==> src/rtl/intc_pkg.sv <==
package intc_pkg;

   typedef enum logic [1:0] {
      REG_EN_LO = 2'd0,
      REG_EN_HI = 2'd1,
      REG_VEC   = 2'd2,
      REG_RSVD  = 2'd3
   } intc_reg_e;

   localparam int INTC_ADDR_W = 2;

endpackage

==> src/rtl/intc_enable_regs.sv <==
module intc_enable_regs #(
   parameter int NUM_SRC = 48,
   parameter int DATA_W  = 32
) (
   input  logic                          clk,
   input  logic                          rst_n,
   input  logic                          wr_en,
   input  logic [intc_pkg::INTC_ADDR_W-1:0] addr,
   input  logic [DATA_W-1:0]             wdata,
   output logic [NUM_SRC-1:0]            en_mask,
   output logic [DATA_W-1:0]             rd_lo,
   output logic [DATA_W-1:0]             rd_hi
);
   import intc_pkg::*;

   localparam int LO_W = (NUM_SRC > DATA_W) ? DATA_W : NUM_SRC;
   localparam int HI_W = NUM_SRC - LO_W;

   logic [LO_W-1:0] en_lo_q;
   logic            wr_lo;

   assign wr_lo = wr_en && (addr == REG_EN_LO);

   always_ff @(posedge clk) begin
      if (!rst_n)     en_lo_q <= '0;
      else if (wr_lo) en_lo_q <= wdata[LO_W-1:0];
   end

   always_comb begin
      rd_lo = '0;
      rd_lo[LO_W-1:0] = en_lo_q;
   end

   generate
      if (HI_W > 0) begin : g_hi
         logic [HI_W-1:0] en_hi_q;
         logic            wr_hi;
         assign wr_hi = wr_en && (addr == REG_EN_HI);
         always_ff @(posedge clk) begin
            if (!rst_n)     en_hi_q <= '0;
            else if (wr_hi) en_hi_q <= wdata[HI_W-1:0];
         end
         always_comb begin
            rd_hi = '0;
            rd_hi[HI_W-1:0] = en_hi_q;
         end
         assign en_mask = {en_hi_q, en_lo_q};
      end else begin : g_no_hi
         assign rd_hi   = '0;
         assign en_mask = en_lo_q;
      end
   endgenerate

   // enables only move on a write to one of the two enable addresses
   assert_en_hold_R3: assert property (@(posedge clk) disable iff (!rst_n)
      !(wr_en && (addr == REG_EN_LO || addr == REG_EN_HI)) |=> $stable(en_mask));

   // writes to the vector or reserved address leave enables unchanged
   assert_no_side_write_R9: assert property (@(posedge clk) disable iff (!rst_n)
      (wr_en && (addr == REG_VEC || addr == REG_RSVD)) |=> $stable(en_mask));

endmodule

==> src/rtl/intc_prio_pick.sv <==
module intc_prio_pick #(
   parameter int NUM_SRC = 48,
   parameter int GROUP_W = 8,
   parameter int IDX_W   = 6
) (
   input  logic               clk,
   input  logic               rst_n,
   input  logic [NUM_SRC-1:0] req_masked,
   output logic               any_hit,
   output logic [IDX_W-1:0]   win_idx
);
   localparam int NUM_GRP = (NUM_SRC + GROUP_W - 1) / GROUP_W;
   localparam int PAD_W   = NUM_GRP * GROUP_W;
   localparam int LIDX_W  = $clog2(GROUP_W);
   localparam int GIDX_W  = (NUM_GRP > 1) ? $clog2(NUM_GRP) : 1;

   logic [PAD_W-1:0]   req_pad;
   logic [NUM_GRP-1:0] grp_hit;
   logic [LIDX_W-1:0]  grp_idx [NUM_GRP];
   logic [GIDX_W-1:0]  win_grp;

   assign req_pad = PAD_W'(req_masked);

   // first level: highest set bit inside each group
   generate
      for (genvar g = 0; g < NUM_GRP; g++) begin : g_grp
         logic [GROUP_W-1:0] slice;
         logic [LIDX_W-1:0]  loc;
         assign slice = req_pad[g*GROUP_W +: GROUP_W];
         always_comb begin
            loc = '0;
            for (int b = 0; b < GROUP_W; b++) begin
               if (slice[b]) loc = LIDX_W'(b);
            end
         end
         assign grp_hit[g] = |slice;
         assign grp_idx[g] = loc;
      end
   endgenerate

   // second level: highest group with any request
   always_comb begin
      win_grp = '0;
      for (int g = 0; g < NUM_GRP; g++) begin
         if (grp_hit[g]) win_grp = GIDX_W'(g);
      end
   end

   assign any_hit = |grp_hit;
   assign win_idx = IDX_W'(int'(win_grp) * GROUP_W + int'(grp_idx[win_grp]));

   assert_winner_pending_R1: assert property (@(posedge clk) disable iff (!rst_n)
      any_hit |-> req_masked[win_idx]);

   assert_nothing_above_R1: assert property (@(posedge clk) disable iff (!rst_n)
      any_hit |-> (((req_masked >> win_idx) >> 1) == '0));

   assert_idle_empty_R5: assert property (@(posedge clk) disable iff (!rst_n)
      !any_hit |-> (req_masked == '0));

endmodule

==> src/rtl/intc_vec_latch.sv <==
module intc_vec_latch #(
   parameter int         VEC_W    = 8,
   parameter logic [7:0] VEC_BASE = 8'h10
) (
   input  logic             clk,
   input  logic             rst_n,
   input  logic             ack_stb,
   input  logic [VEC_W-1:0] live_vec,
   output logic [VEC_W-1:0] vec_byte
);
   always_ff @(posedge clk) begin
      if (!rst_n)       vec_byte <= VEC_W'(VEC_BASE);
      else if (ack_stb) vec_byte <= live_vec;
   end

   assert_capture_R7: assert property (@(posedge clk) disable iff (!rst_n)
      ack_stb |=> (vec_byte == $past(live_vec)));

   assert_hold_R7: assert property (@(posedge clk) disable iff (!rst_n)
      !ack_stb |=> $stable(vec_byte));

endmodule

==> src/rtl/prio_vec_intc.sv <==
module prio_vec_intc #(
   parameter int         NUM_SRC   = 48,
   parameter int         DATA_W    = 32,
   parameter int         GROUP_W   = 8,
   parameter logic [7:0] VEC_BASE  = 8'h10,
   parameter bit         TIE_SRC0  = 1'b1
) (
   input  logic               clk,
   input  logic               rst_n,
   input  logic [NUM_SRC-1:0] irq_in,
   input  logic               gie_a,
   input  logic               gie_b,
   input  logic               wr_en,
   input  logic [1:0]         addr,
   input  logic [DATA_W-1:0]  wdata,
   output logic [DATA_W-1:0]  rdata,
   input  logic               ack_stb,
   output logic               cpu_irq,
   output logic [7:0]         vec_byte
);
   import intc_pkg::*;

   localparam int IDX_W = (NUM_SRC > 1) ? $clog2(NUM_SRC) : 1;
   localparam int VEC_W = 8;

   generate
      if (NUM_SRC > 2 * DATA_W) begin : g_chk_words
         $error("NUM_SRC exceeds two enable words");
      end
      if (int'(VEC_BASE) + NUM_SRC > 256) begin : g_chk_vec
         $error("vector range exceeds one byte");
      end
      if (GROUP_W < 2 || (GROUP_W & (GROUP_W - 1)) != 0) begin : g_chk_grp
         $error("GROUP_W must be a power of two, at least 2");
      end
      if (DATA_W < VEC_W) begin : g_chk_data
         $error("DATA_W must hold the vector byte");
      end
   endgenerate

   logic [NUM_SRC-1:0] en_mask;
   logic [DATA_W-1:0]  rd_lo, rd_hi;
   logic [NUM_SRC-1:0] req_src;
   logic [NUM_SRC-1:0] req_masked;
   logic               any_hit;
   logic [IDX_W-1:0]   win_idx;
   logic [VEC_W-1:0]   live_vec;

   intc_enable_regs #(
      .NUM_SRC (NUM_SRC),
      .DATA_W  (DATA_W)
   ) u_en (
      .clk     (clk),
      .rst_n   (rst_n),
      .wr_en   (wr_en),
      .addr    (addr),
      .wdata   (wdata),
      .en_mask (en_mask),
      .rd_lo   (rd_lo),
      .rd_hi   (rd_hi)
   );

   generate
      if (TIE_SRC0) begin : g_tie0
         always_comb begin
            req_src    = irq_in;
            req_src[0] = 1'b0;
         end
      end else begin : g_keep0
         assign req_src = irq_in;
      end
   endgenerate

   assign req_masked = req_src & en_mask;

   intc_prio_pick #(
      .NUM_SRC (NUM_SRC),
      .GROUP_W (GROUP_W),
      .IDX_W   (IDX_W)
   ) u_pick (
      .clk        (clk),
      .rst_n      (rst_n),
      .req_masked (req_masked),
      .any_hit    (any_hit),
      .win_idx    (win_idx)
   );

   assign live_vec = any_hit ? (VEC_BASE + VEC_W'(win_idx)) : VEC_BASE;
   assign cpu_irq  = any_hit && gie_a && gie_b;

   intc_vec_latch #(
      .VEC_W    (VEC_W),
      .VEC_BASE (VEC_BASE)
   ) u_vec (
      .clk      (clk),
      .rst_n    (rst_n),
      .ack_stb  (ack_stb),
      .live_vec (live_vec),
      .vec_byte (vec_byte)
   );

   always_comb begin
      rdata = '0;
      case (addr)
         REG_EN_LO: rdata = rd_lo;
         REG_EN_HI: rdata = rd_hi;
         REG_VEC:   rdata[VEC_W-1:0] = live_vec;
         default:   rdata = '0;
      endcase
   end

   assert_irq_gate_R4: assert property (@(posedge clk) disable iff (!rst_n)
      cpu_irq |-> (gie_a && gie_b && (req_masked != '0)));

   assert_vec_range_R5: assert property (@(posedge clk) disable iff (!rst_n)
      (live_vec >= VEC_BASE) && (int'(live_vec) < int'(VEC_BASE) + NUM_SRC));

   assert_src0_silent_R6: assert property (@(posedge clk) disable iff (!rst_n)
      (TIE_SRC0 && irq_in == NUM_SRC'(1)) |-> !cpu_irq);

   assert_reserved_zero_R9: assert property (@(posedge clk) disable iff (!rst_n)
      (addr == REG_RSVD) |-> (rdata == '0));

endmodule

==> config.mk <==
export PLATFORM = sky130hd
export DESIGN_NAME = prio_vec_intc
export DESIGN_NICKNAME = d
export VERILOG_FILES = /design/src/rtl/intc_pkg.sv /design/src/rtl/intc_enable_regs.sv /design/src/rtl/intc_prio_pick.sv /design/src/rtl/intc_vec_latch.sv /design/src/rtl/prio_vec_intc.sv
export SDC_FILE = /design/constraint.sdc
export NUM_CORES = 1
export LEC_CHECK = 0
export BUFFER_PORTS_ARGS = -buffer_cell sky130_fd_sc_hd__clkbuf_2
export CORE_ASPECT_RATIO = 0.75
export CORE_MARGIN = 2
export CORE_UTILIZATION = 49
export DETAILED_ROUTE_END_ITERATION = 8
export MAX_ROUTING_LAYER = met4
export PLACE_DENSITY = 0.83
export SYNTH_ARGS = -nofsm -noshare
export SYNTH_HDL_FRONTEND = slang
export SYNTH_SLANG_ARGS = --single-unit
==> constraint.sdc <==
create_clock -name clk -period 2.83 [get_ports clk]
set_clock_uncertainty 0.15 [all_clocks]
set_input_delay 0.283 -clock clk [delete_from_list [all_inputs] [get_ports clk]]
set_output_delay 0.283 -clock clk [all_outputs]
set_load 0.02 [all_outputs]
==> out/qor.txt <==
critical path required time: 2.40 ns
main area contributors after synthesis: dfxtp_1 34%, nand2_1 16%, a21boi_0 12%
Min-Delay Endpoint: u_en.rd_lo[18]$_SDFFE_PN0P_
final hold vios: 0
Most Crowded Layer GR: met2
RR Endpoint: u_vec.vec_byte[1]$_SDFFE_PN0P_
die height: 74.3 um
final WL: 10100 um
CTS HTree Levels: 2
CTS tree: built
Syn Nets: 515
antenna cells: 0
Max-Cap Viols: 0
Synth cell types: 50
crit path DAT: 2.51 ns
count leader, synth: nand2_1
HPWL Detailed: 7540 um
Pleak: 1.95 nW
RSZ-0062 raised after global routing: yes
fin nets: 661
Routed WL per cell: 15.5 um
fin. max-slew vios: 0
Place WS: -0.0152 ns
drt drc: 0
ys flop type: dfxtp_1
hold_sp: wdata[18]
antenna viol nets, final: 0
Ys Warns: 0
Worst Hold Class: primary input to flip-flop
R2R depth: 13
post-synthesis sequential area ratio: 34.1%
Pwr per Cell Area: 423 mW/mm^2
Seq cells post-synth: 55
Post-synth EDFFs: 0
total CTS buffers: 5
status: finished, violations left
met3 Track Usage GR: 5.64%
area of the multi-input gates: 0.00217 mm^2
worst r2r src: u_en.rd_lo[16]$_SDFFE_PN0P_
first-pass GRT wire length: 15900 um
GRT Total Usage: 28.3%
worst skew pair latency: 0.31 ns
Peak VDD IR: 0.000222 V
Syn Area/Cell: 7.58 um^2
max_slew headroom: 55.6%
Initial DRT Pass Iterations: 7
synthesized cell area: 0.00323 mm^2
Cell Rows: 25
largest net degree at the start of global routing: 32
Worst Setup Start Kind: flip-flop
TNS Setup: -0.238 ns
CTS sink cnt: 55
Iter 0 DRT Violations: 190
top cell type's share of synthesized area: 34.1%
# port buffers: 126
vias in the first global route: 3379
slew at the pin with the worst max-slew slack: 0.664 ns
critical path endpoint category: output pin
RePlAce Congestion: 0.916
post-route worst setup slack: -0.113 ns
GR Layer Usage met2: 46.3%
hold path cells: 3
layout cells sized above 1: 37.1%
most frequent cells after synthesis: 137 x nand2_1, 55 x dfxtp_1, 50 x a21boi_0, 21 x and2_1, 19 x clkbuf_1
Setup Crit Path Kind: flip-flop to output pin
Crit Path Max Fanout: 3
via count: 3689
Ports: 129
Fill cells: 530
Final setup viols: 3
Synth area leader: dfxtp_1
Fmax achieved: 340 MHz
drt via density: 5.65
hold buffers post-CTS: 0
Layout area overhead: 36.6%
register area: 0.00112 mm^2
violations in the final reports: negative setup slack
clk slew on worst S/H paths: 0.09 ns
post-synthesis async set-or-reset flop share: 0%
clk buf depth: 2
die area: 0.00726 mm^2
clk root buf: clkbuf_8
met1 Usage GRT: 36.8%
initial antenna violation count: 0
setup slack, reg-to-reg: 0.10 ns
Period minus WS final: 2.94 ns
core area: 0.00635 mm^2
Tcrit/Tclk final: 104%
Die X: 97.7 um
GR Overflow Total: 0
Syn Inst Count: 426
Initial Util: 50.8%
## how the worst max path moves through the flow
stage                                 from       end  slack [ns]  cells past startpoint
2_1_floorplan  u_en.rd_lo[18]$_SDFFE_PN0P_  rdata[1]        0.31                      7
3_3_place_gp                    irq_in[18]  rdata[2]        0.04                      9
3_5_place_dp                    irq_in[18]  rdata[2]       -0.02                      9
4_1_cts        u_en.rd_lo[16]$_SDFFE_PN0P_  rdata[2]       -0.11                      8
5_1_grt        u_en.rd_lo[16]$_SDFFE_PN0P_  rdata[2]       -0.20                      8
6_report       u_en.rd_lo[16]$_SDFFE_PN0P_  rdata[2]       -0.11                      8
## layout by cell type, fill, tap and decap left out, drive strengths merged, types with 4 or more instances in the layout
master / count
nor2: 13
nor4: 4
dfxtp: 55
mux2i: 11
a31oi: 6
and2: 21
clkbuf: 130
a21boi: 51
nand2: 138
o21ai: 15
nand3: 4
a22oi: 15
a22o: 11
buf: 39
a21oi: 10
nand2b: 5
a32o: 5
## timing repair
| item | CTS | global route |
|---|---|---|
| gates resized for setup | 21 | 26 |
| setup endpoints to repair | 6 | 7 |
| buffers inserted | 18 | 2 |
| pin swaps | 15 | 7 |
## sequential cells by signal, indices dropped and copies added, names as in the netlist
| name | count |
|---|---|
| u_en.rd_lo | 32 |
| u_en.g_hi.en_hi_q | 16 |
| u_vec.vec_byte | 7 |
## metal layers
layer | vias to the layer above | wire [um]
met4 | 0 | 119
li1 | 1791 | -
met5 | - | 0
met1 | 1718 | 4490
met3 | 13 | 811
met2 | 167 | 4720
## cell type report
cell class / instances / area share, %
inverters: 3 / 0.255
clock buffers: 6 / 1.87
clock inverters: 1 / 0.114
multi-input cells: 344 / 49.2
flip-flops and latches: 55 / 25.4
repair buffers: 163 / 20.9
well taps: 81 / 2.30
## cells by family after synthesis
logic type,share of synthesized area [%]
muxes,4.11
other,0.116
buffers and inverters,3.29
and+or+nand+nor,28.1
adders and majority gates,0.388
DFF,34.1
AOI/OAI and AO/OA,29.8
## worst max-delay path: stages, from the launching register on
cell      delay (ns)
dfxtp_2         0.34
a22o_1          0.24
nor4_4          0.37
nand2_2         0.14
a41oi_2         0.21
mux2_4          0.32
o211ai_1        0.29
o21ai_1         0.12
buf_4           0.17
## stage by stage
stage                     instance area (um^2)  utilization, %  power [mW]  cells  hold slack (ns)
after floorplan                           3230               -        1.11    426            0.278
after global placement                    4000            63.0        1.31    627            0.302
after detailed placement                  4000            63.0        1.32    627            0.311
after CTS                                 4310            67.9        1.84    652           0.0305
after global routing                      4410            69.4        1.95    653           0.0236
final                                     4410            69.4        1.86    653           0.0356
## power by group
part           switching, mW  internal [mW]
Combinational          0.305          0.275
Clock                  0.255          0.193
Sequential            0.0283          0.807
Total                  0.588           1.27
Power figures use the tool's default switching activity.
